## src/rtl/dma_rf_pkg.sv

```systemverilog
package dma_rf_pkg;

  localparam int IDX_W  = 4;
  localparam int BYTE_W = 8;
  localparam int BASE_W = 16;
  localparam int CHN_W  = IDX_W - 1;

  typedef enum logic {
    SEL_ADDR = 1'b0,
    SEL_CNT  = 1'b1
  } reg_sel_e;

  typedef struct packed {
    logic [CHN_W-1:0] chan;
    reg_sel_e         sel;
  } port_idx_t;

endpackage

```

## src/rtl/dma_port_decode.sv

```systemverilog
module dma_port_decode
  import dma_rf_pkg::*;
#(
  parameter int NUM_CH = 4,
  parameter int SHIFT  = 0,
  parameter int ADDR_W = IDX_W + SHIFT
) (
  input  logic [ADDR_W-1:0] host_addr,
  output port_idx_t         idx_o,
  output logic              hit_o
);

  logic [IDX_W-1:0] win;

  always_comb begin
    win        = host_addr[SHIFT +: IDX_W];
    idx_o.chan = win[IDX_W-1:1];
    idx_o.sel  = reg_sel_e'(win[0]);
    hit_o      = (int'(win[IDX_W-1:1]) < NUM_CH);
  end

endmodule

```

## src/rtl/dma_byte_ptr.sv

```systemverilog
module dma_byte_ptr (
  input  logic clk,
  input  logic rst,
  input  logic clr,
  input  logic access,
  output logic ptr_o
);

  logic ptr_q;

  always_ff @(posedge clk) begin
    if (rst || clr) ptr_q <= 1'b0;
    else if (access) ptr_q <= ~ptr_q;
  end

  assign ptr_o = ptr_q;

  AST_PTR_FLIP: assert property (@(posedge clk) disable iff (rst)
    (access && !clr) |=> (ptr_q != $past(ptr_q)));
  AST_PTR_CLEAR: assert property (@(posedge clk) disable iff (rst)
    clr |=> !ptr_q);

endmodule

```

## src/rtl/dma_chan_regs.sv

```systemverilog
module dma_chan_regs
  import dma_rf_pkg::*;
#(
  parameter int SHIFT  = 0,
  parameter int CUR_W  = BASE_W + SHIFT,
  parameter int PROG_W = CUR_W + 1
) (
  input  logic              clk,
  input  logic              rst,
  input  logic              wr_lo,
  input  logic              wr_hi,
  input  reg_sel_e          sel,
  input  logic [BYTE_W-1:0] wdata,
  input  logic              xfer_we,
  input  logic [PROG_W-1:0] xfer_pos,
  input  logic              dir,
  output logic [PROG_W-1:0] addr_live,
  output logic [PROG_W-1:0] cnt_live
);

  logic [BASE_W-1:0] base_addr_q, base_cnt_q;
  logic [BASE_W-1:0] base_addr_d, base_cnt_d;
  logic [CUR_W-1:0]  cur_addr_q;
  logic [PROG_W-1:0] prog_q;

  always_comb begin
    base_addr_d = base_addr_q;
    base_cnt_d  = base_cnt_q;
    if (wr_lo) begin
      if (sel == SEL_ADDR) base_addr_d[BYTE_W-1:0] = wdata;
      else                 base_cnt_d[BYTE_W-1:0]  = wdata;
    end
    if (wr_hi) begin
      if (sel == SEL_ADDR) base_addr_d[BASE_W-1:BYTE_W] = wdata;
      else                 base_cnt_d[BASE_W-1:BYTE_W]  = wdata;
    end
  end

  always_ff @(posedge clk) begin
    if (rst) begin
      base_addr_q <= '0;
      base_cnt_q  <= '0;
      cur_addr_q  <= '0;
      prog_q      <= '0;
    end else begin
      base_addr_q <= base_addr_d;
      base_cnt_q  <= base_cnt_d;
      if (wr_hi) begin
        cur_addr_q <= CUR_W'(base_addr_d) << SHIFT;
        prog_q     <= '0;
      end else if (xfer_we) begin
        prog_q <= xfer_pos;
      end
    end
  end

  always_comb begin
    addr_live = dir ? (PROG_W'(cur_addr_q) - prog_q)
                    : (PROG_W'(cur_addr_q) + prog_q);
    cnt_live  = (PROG_W'(base_cnt_q) << SHIFT) - prog_q;
  end

  AST_RELOAD_ZERO: assert property (@(posedge clk) disable iff (rst)
    wr_hi |=> (prog_q == '0));
  AST_LO_KEEPS_CUR: assert property (@(posedge clk) disable iff (rst)
    (wr_lo && !wr_hi) |=> $stable(cur_addr_q));
  AST_XFER_LOAD: assert property (@(posedge clk) disable iff (rst)
    (xfer_we && !wr_hi) |=> (prog_q == $past(xfer_pos)));

endmodule

```

## src/rtl/dma_chan_regfile.sv

```systemverilog
module dma_chan_regfile
  import dma_rf_pkg::*;
#(
  parameter int NUM_CH  = 4,
  parameter int SHIFT   = 0,
  parameter int ADDR_W  = IDX_W + SHIFT,
  parameter int CSEL_W  = $clog2(NUM_CH),
  parameter int PROG_W  = BASE_W + SHIFT + 1
) (
  input  logic              clk,
  input  logic              rst,
  input  logic              ff_clear,
  input  logic [ADDR_W-1:0] host_addr,
  input  logic              host_wr,
  input  logic              host_rd,
  input  logic [BYTE_W-1:0] host_wdata,
  input  logic [NUM_CH-1:0] chan_dir,
  input  logic              xfer_we,
  input  logic [CSEL_W-1:0] xfer_chan,
  input  logic [PROG_W-1:0] xfer_pos,
  output logic [BYTE_W-1:0] rd_data,
  output logic              rd_valid
);

  port_idx_t         idx;
  logic              hit;
  logic              ptr;
  logic              access, do_rd;
  logic [PROG_W-1:0] addr_live [NUM_CH];
  logic [PROG_W-1:0] cnt_live  [NUM_CH];
  logic [PROG_W-1:0] rd_word;
  logic [BYTE_W-1:0] rd_byte;
  logic [BYTE_W-1:0] rd_data_q;
  logic              rd_valid_q;

  assign access = host_wr | host_rd;
  assign do_rd  = host_rd & ~host_wr;

  dma_port_decode #(.NUM_CH(NUM_CH), .SHIFT(SHIFT), .ADDR_W(ADDR_W)) u_dec (
    .host_addr (host_addr),
    .idx_o     (idx),
    .hit_o     (hit)
  );

  dma_byte_ptr u_ptr (
    .clk    (clk),
    .rst    (rst),
    .clr    (ff_clear),
    .access (access),
    .ptr_o  (ptr)
  );

  for (genvar g = 0; g < NUM_CH; g++) begin : g_ch
    logic this_ch;
    assign this_ch = hit && (idx.chan == CHN_W'(g));

    dma_chan_regs #(.SHIFT(SHIFT)) u_regs (
      .clk       (clk),
      .rst       (rst),
      .wr_lo     (host_wr & this_ch & ~ptr),
      .wr_hi     (host_wr & this_ch & ptr),
      .sel       (idx.sel),
      .wdata     (host_wdata),
      .xfer_we   (xfer_we && (xfer_chan == CSEL_W'(g))),
      .xfer_pos  (xfer_pos),
      .dir       (chan_dir[g]),
      .addr_live (addr_live[g]),
      .cnt_live  (cnt_live[g])
    );
  end

  always_comb begin
    rd_word = '0;
    for (int c = 0; c < NUM_CH; c++) begin
      if (hit && (idx.chan == CHN_W'(c)))
        rd_word = (idx.sel == SEL_CNT) ? cnt_live[c] : addr_live[c];
    end
    rd_byte = BYTE_W'(rd_word >> (SHIFT + (ptr ? BYTE_W : 0)));
  end

  always_ff @(posedge clk) begin
    if (rst) begin
      rd_data_q  <= '0;
      rd_valid_q <= 1'b0;
    end else begin
      rd_valid_q <= do_rd;
      if (do_rd) rd_data_q <= rd_byte;
    end
  end

  assign rd_data  = rd_data_q;
  assign rd_valid = rd_valid_q;

  AST_RD_VALID: assert property (@(posedge clk) disable iff (rst)
    (host_rd && !host_wr) |=> rd_valid);
  AST_WR_WINS: assert property (@(posedge clk) disable iff (rst)
    host_wr |=> !rd_valid);
  AST_IDLE_HOLD: assert property (@(posedge clk) disable iff (rst)
    !host_rd |=> $stable(rd_data));
  AST_MISS_ZERO: assert property (@(posedge clk) disable iff (rst)
    (do_rd && !hit) |=> (rd_data == '0));

endmodule

```

## config.mk

```make
export PLATFORM = sky130hd
export DESIGN_NAME = dma_chan_regfile
export DESIGN_NICKNAME = d
export VERILOG_FILES = /design/src/rtl/dma_rf_pkg.sv /design/src/rtl/dma_port_decode.sv /design/src/rtl/dma_byte_ptr.sv /design/src/rtl/dma_chan_regs.sv /design/src/rtl/dma_chan_regfile.sv
export SDC_FILE = /design/constraint.sdc
export NUM_CORES = 1
export LEC_CHECK = 0
export CAP_MARGIN = 30
export CORE_MARGIN = 2
export CORE_UTILIZATION = 59
export DETAILED_ROUTE_END_ITERATION = 7
export DONT_BUFFER_PORTS = 1
export GPL_TIMING_DRIVEN = 0
export PLACE_DENSITY = 0.77
export SKIP_LAST_GASP = 1
export SLEW_MARGIN = 10
export SYNTH_ARGS = -nofsm -noshare
export SYNTH_HDL_FRONTEND = slang
export SYNTH_SLANG_ARGS = --single-unit
export TNS_END_PERCENT = 50
```

## constraint.sdc

```tcl
create_clock -name clk -period 3 [get_ports clk]
set_input_delay 0.45 -clock clk [delete_from_list [all_inputs] [get_ports clk]]
set_output_delay 0.45 -clock clk [all_outputs]
set_load 0.03 [all_outputs]
```

==> impl_metrics.toml <==
[clocking]
clock_latency_ns = 0.58
clkTransAtPathRegs_ns = 0.06
clk_path_buf_depth = 3
cts-root-buf = "clkbuf_16"
htree_levels = 1
cts_tree = "done"
cts_buffers = 30
cts_sinks = 266

[route]
dr.pass1.iters = 8
wl_per_cell_um = 25.4
ant_nets = 0
viasPerCell = 6.55
drt_iter0_markers = 1992
drcViolationCount = 0
routed_wl_um = 68700
dr_total_vias = 17752

[finish]
fin_util_pct = 69.9
layout_common_cells = "nand2_1 (368), a21oi_1 (274), dfxtp_1 (248)"
nets = 2472
area_delta_synth_final_pct = 16.8
final_common_cell = "nand2_1"
drive_gt1_share_pct = 12.5

[global_route]
grt_pass1_wl_um = 101000
grt_overflow = 0
antenna_found_initial = 1
grt_pass1_vias = 16686
grt.total_usage_pct = 43.9
grt_max_degree = 15

[yosys]
synth_edf_count = 0
ys_seq_area_share_pct = 31.1
syn_inst = 2221
syn_avg_cell_area_um2 = 7.72
yosys_warnings = 0
synth_top_cell_by_area = "dfxtp_1"
synth.area.top_cells = "dfxtp_1 (31%), ha_1 (9.1%), a21oi_1 (8.4%)"
synth_cell_types = 79
synth_top_area_share_pct = 31.1
synth_flop_cell = "dfxtp_1"
syn_nets = 2394
netlist_area_um2 = 17100
ys_ff_latch = 266
async_flop_share_pct = 0

[critical_path]
arrival_ns = 3.99
start_kind = "flip-flop"
cp_max_fo = 4
crit_required_ns = 3.48
crit_type = "flip-flop to flip-flop"
worstSetupEndpointType = "flip-flop"

[run_status]
violations = "hold timing, setup timing"
outcome = "complete, but fails checks"

[timing]
setup_violations = 29
max_freq_ghz = 0.285
fin_crit_sh_pct = 117
period_needed_ns = 3.51
worst_pin_slew_ns = 0.984
rsz0062_at_grt = "yes"
finalHoldViolations = 3
finClkSkew_ns = 0.0121
fin_ws_ns = -0.510
holdWs_ns = -0.00762
slew-limit-headroom_pct = 34.2
final_max_slew_viol_count = 0

[power]
internal-power_uw = 7010
switching_share_pct = 32.8
ir_drop_v = 0.000487
p_per_area_nw_per_um2 = 521
combPwrFrac_pct = 26.5
p_leak_uw = 0.00735
p_switching_uw = 3430
seqPwrFrac_pct = 35.1
power.share.clock_pct = 38.4
finalPower_uw = 10400

[die]
die_height_um = 174
fp-row-count = 62
coreArea_um2 = 28600
io_pins = 50
die_area_um2 = 30400
die_w_um = 174
start_util_pct = 59.9

[placed_design]
gp_congestion = 1.02
numPortBuffers = 0
dp_hpwl_um = 49400

[worst_hold_path]
holdCritPathClass = "input pin to flip-flop"

[flow_run]
drv_cap = 0
==> sequential cells by signal, indices dropped and copies added, names as in the netlist <==
| signal | count |
|---|---|
| g_ch.u_regs.base_addr_q | 64 |
| g_ch.u_regs.base_cnt_q | 64 |
| g_ch.u_regs.cur_addr_q | 64 |
| g_ch.u_regs.prog_q | 64 |
| rd_data | 8 |
| rd_valid | 1 |
| u_ptr.ptr_o | 1 |
==> cell families (layout without fill, tap and decap cells) <==
family	count (synthesis)	in the layout	synth area share, %
AO/OA/AOI/OAI	660	660	24.3
XOR/XNOR	144	144	7.36
adder cells (fa/ha/maj)	132	132	9.99
buffers and inverters	207	309	4.56
flip-flops	266	266	31.1
multiplexers	49	49	2.96
other	0	3	0
AND/OR/NAND/NOR	763	763	19.7
==> area by class of cell <==
cell class	instances	area, um^2
multi-input combinational	1748	11900
fill	2357	8610
sequential	266	5370
clock buffer	37	838
tap	384	480
timing repair buffer	48	439
buffer	105	407
inverter	100	378
clock inverter	19	226
antenna	3	7.51
==> metrics by stage <==
stage               hold slack, ns  setup slack, ns  instances  setup TNS, ns  area (um^2)
CTS                        0.00129           -0.409       2695          -1.80        19600
global placement             0.437            -1.16       2605        -106.09        17700
global route              0.000972           -0.608       2707          -6.16        20000
floorplan                    0.432           -0.159       2221         -0.249        17200
finish                    -0.00762           -0.510       2710          -3.17        20000
detailed placement           0.444            -1.02       2613         -83.27        17800
==> repair_timing <==
action	in CTS	in global routing
endpoints found under the setup margin	58	80
buffers inserted	25	11
gates resized for setup	132	76
hold endpoints to repair	3	0
cloned	0	0
hold buffers	3	0
pin swaps	81	45
==> critical path: stages (launching register included) <==
cell,delay [ns]
dfxtp_4,0.36
nor4_4,0.40
and3_4,0.26
nor2_1,0.05
xnor2_1,0.14
ha_1,0.38
nand2_1,0.09
a211o_1,0.34
a311oi_4,0.32
xor2_1,0.16
a21oi_1,0.18
o21ai_2,0.12
a311o_1,0.34
a32o_1,0.24
==> cells in the mapped netlist (5+ instances only) <==
| cell type | count |
|---|---|
| o31ai_1 | 14 |
| nand4_1 | 5 |
| and4_1 | 6 |
| a21o_1 | 21 |
| clkbuf_1 | 89 |
| o2111ai_1 | 5 |
| inv_1 | 99 |
| or2_2 | 7 |
| a31oi_1 | 28 |
| dfxtp_1 | 266 |
| o21ai_0 | 98 |
| nand2b_1 | 14 |
| a21oi_1 | 286 |
| o21bai_1 | 5 |
| nor2b_1 | 15 |
| o211ai_1 | 17 |
| mux2i_1 | 44 |
| nor4_1 | 7 |
| ha_1 | 124 |
| xor2_1 | 35 |
| o31a_1 | 7 |
| nor3_1 | 48 |
| buf_1 | 15 |
| and3_1 | 12 |
| a211oi_1 | 22 |
| or3_1 | 22 |
| nand3b_1 | 5 |
| fa_1 | 8 |
| o21a_1 | 35 |
| xnor2_1 | 109 |
| a211o_1 | 8 |
| o311ai_0 | 5 |
| o22a_1 | 33 |
| a41oi_1 | 12 |
| o211a_1 | 5 |
| a221oi_1 | 5 |
| a311oi_1 | 5 |
| nand3_1 | 85 |
| nand2_1 | 370 |
| nor2_1 | 148 |
| o221ai_1 | 6 |
==> metal layers <==
metal / vias to the layer above / GRT usage, % / part of all wire (%)
li1: 8071 / - / -
met1: 8476 / 55.7 / 38
met2: 980 / 68.6 / 43
met3: 225 / 11.2 / 12
met4: 0 / 23.1 / 6.4
met5: - / 0 / 0
==> power groups by stage <==
stage               Combinational, uW  Clock [uW]  Sequential (uW)
global placement                 2220           0             3740
finish                           2770        4010             3660
floorplan                        1600           0             3720
detailed placement               2260           0             3740
CTS                              2530        3970             3660
global route                     2910        4130             3660
==> worst paths after layout <==
path / endpoint / slack (ns) / cells after the start / startpoint
hold reg to reg: g_ch[3].u_regs.cur_addr_q[2] / 0.45 / 2 / g_ch[3].u_regs.base_addr_q[2]
setup / recovery: rd_data[3] / -0.51 / 13 / g_ch[0].u_regs.prog_q[2]
hold / removal: g_ch[0].u_regs.prog_q[2] / -0.008 / 2 / xfer_pos[2]
setup reg to reg: rd_data[3] / -0.51 / 13 / g_ch[0].u_regs.prog_q[2]
No activity file was read; power rests on OpenSTA's default activity.
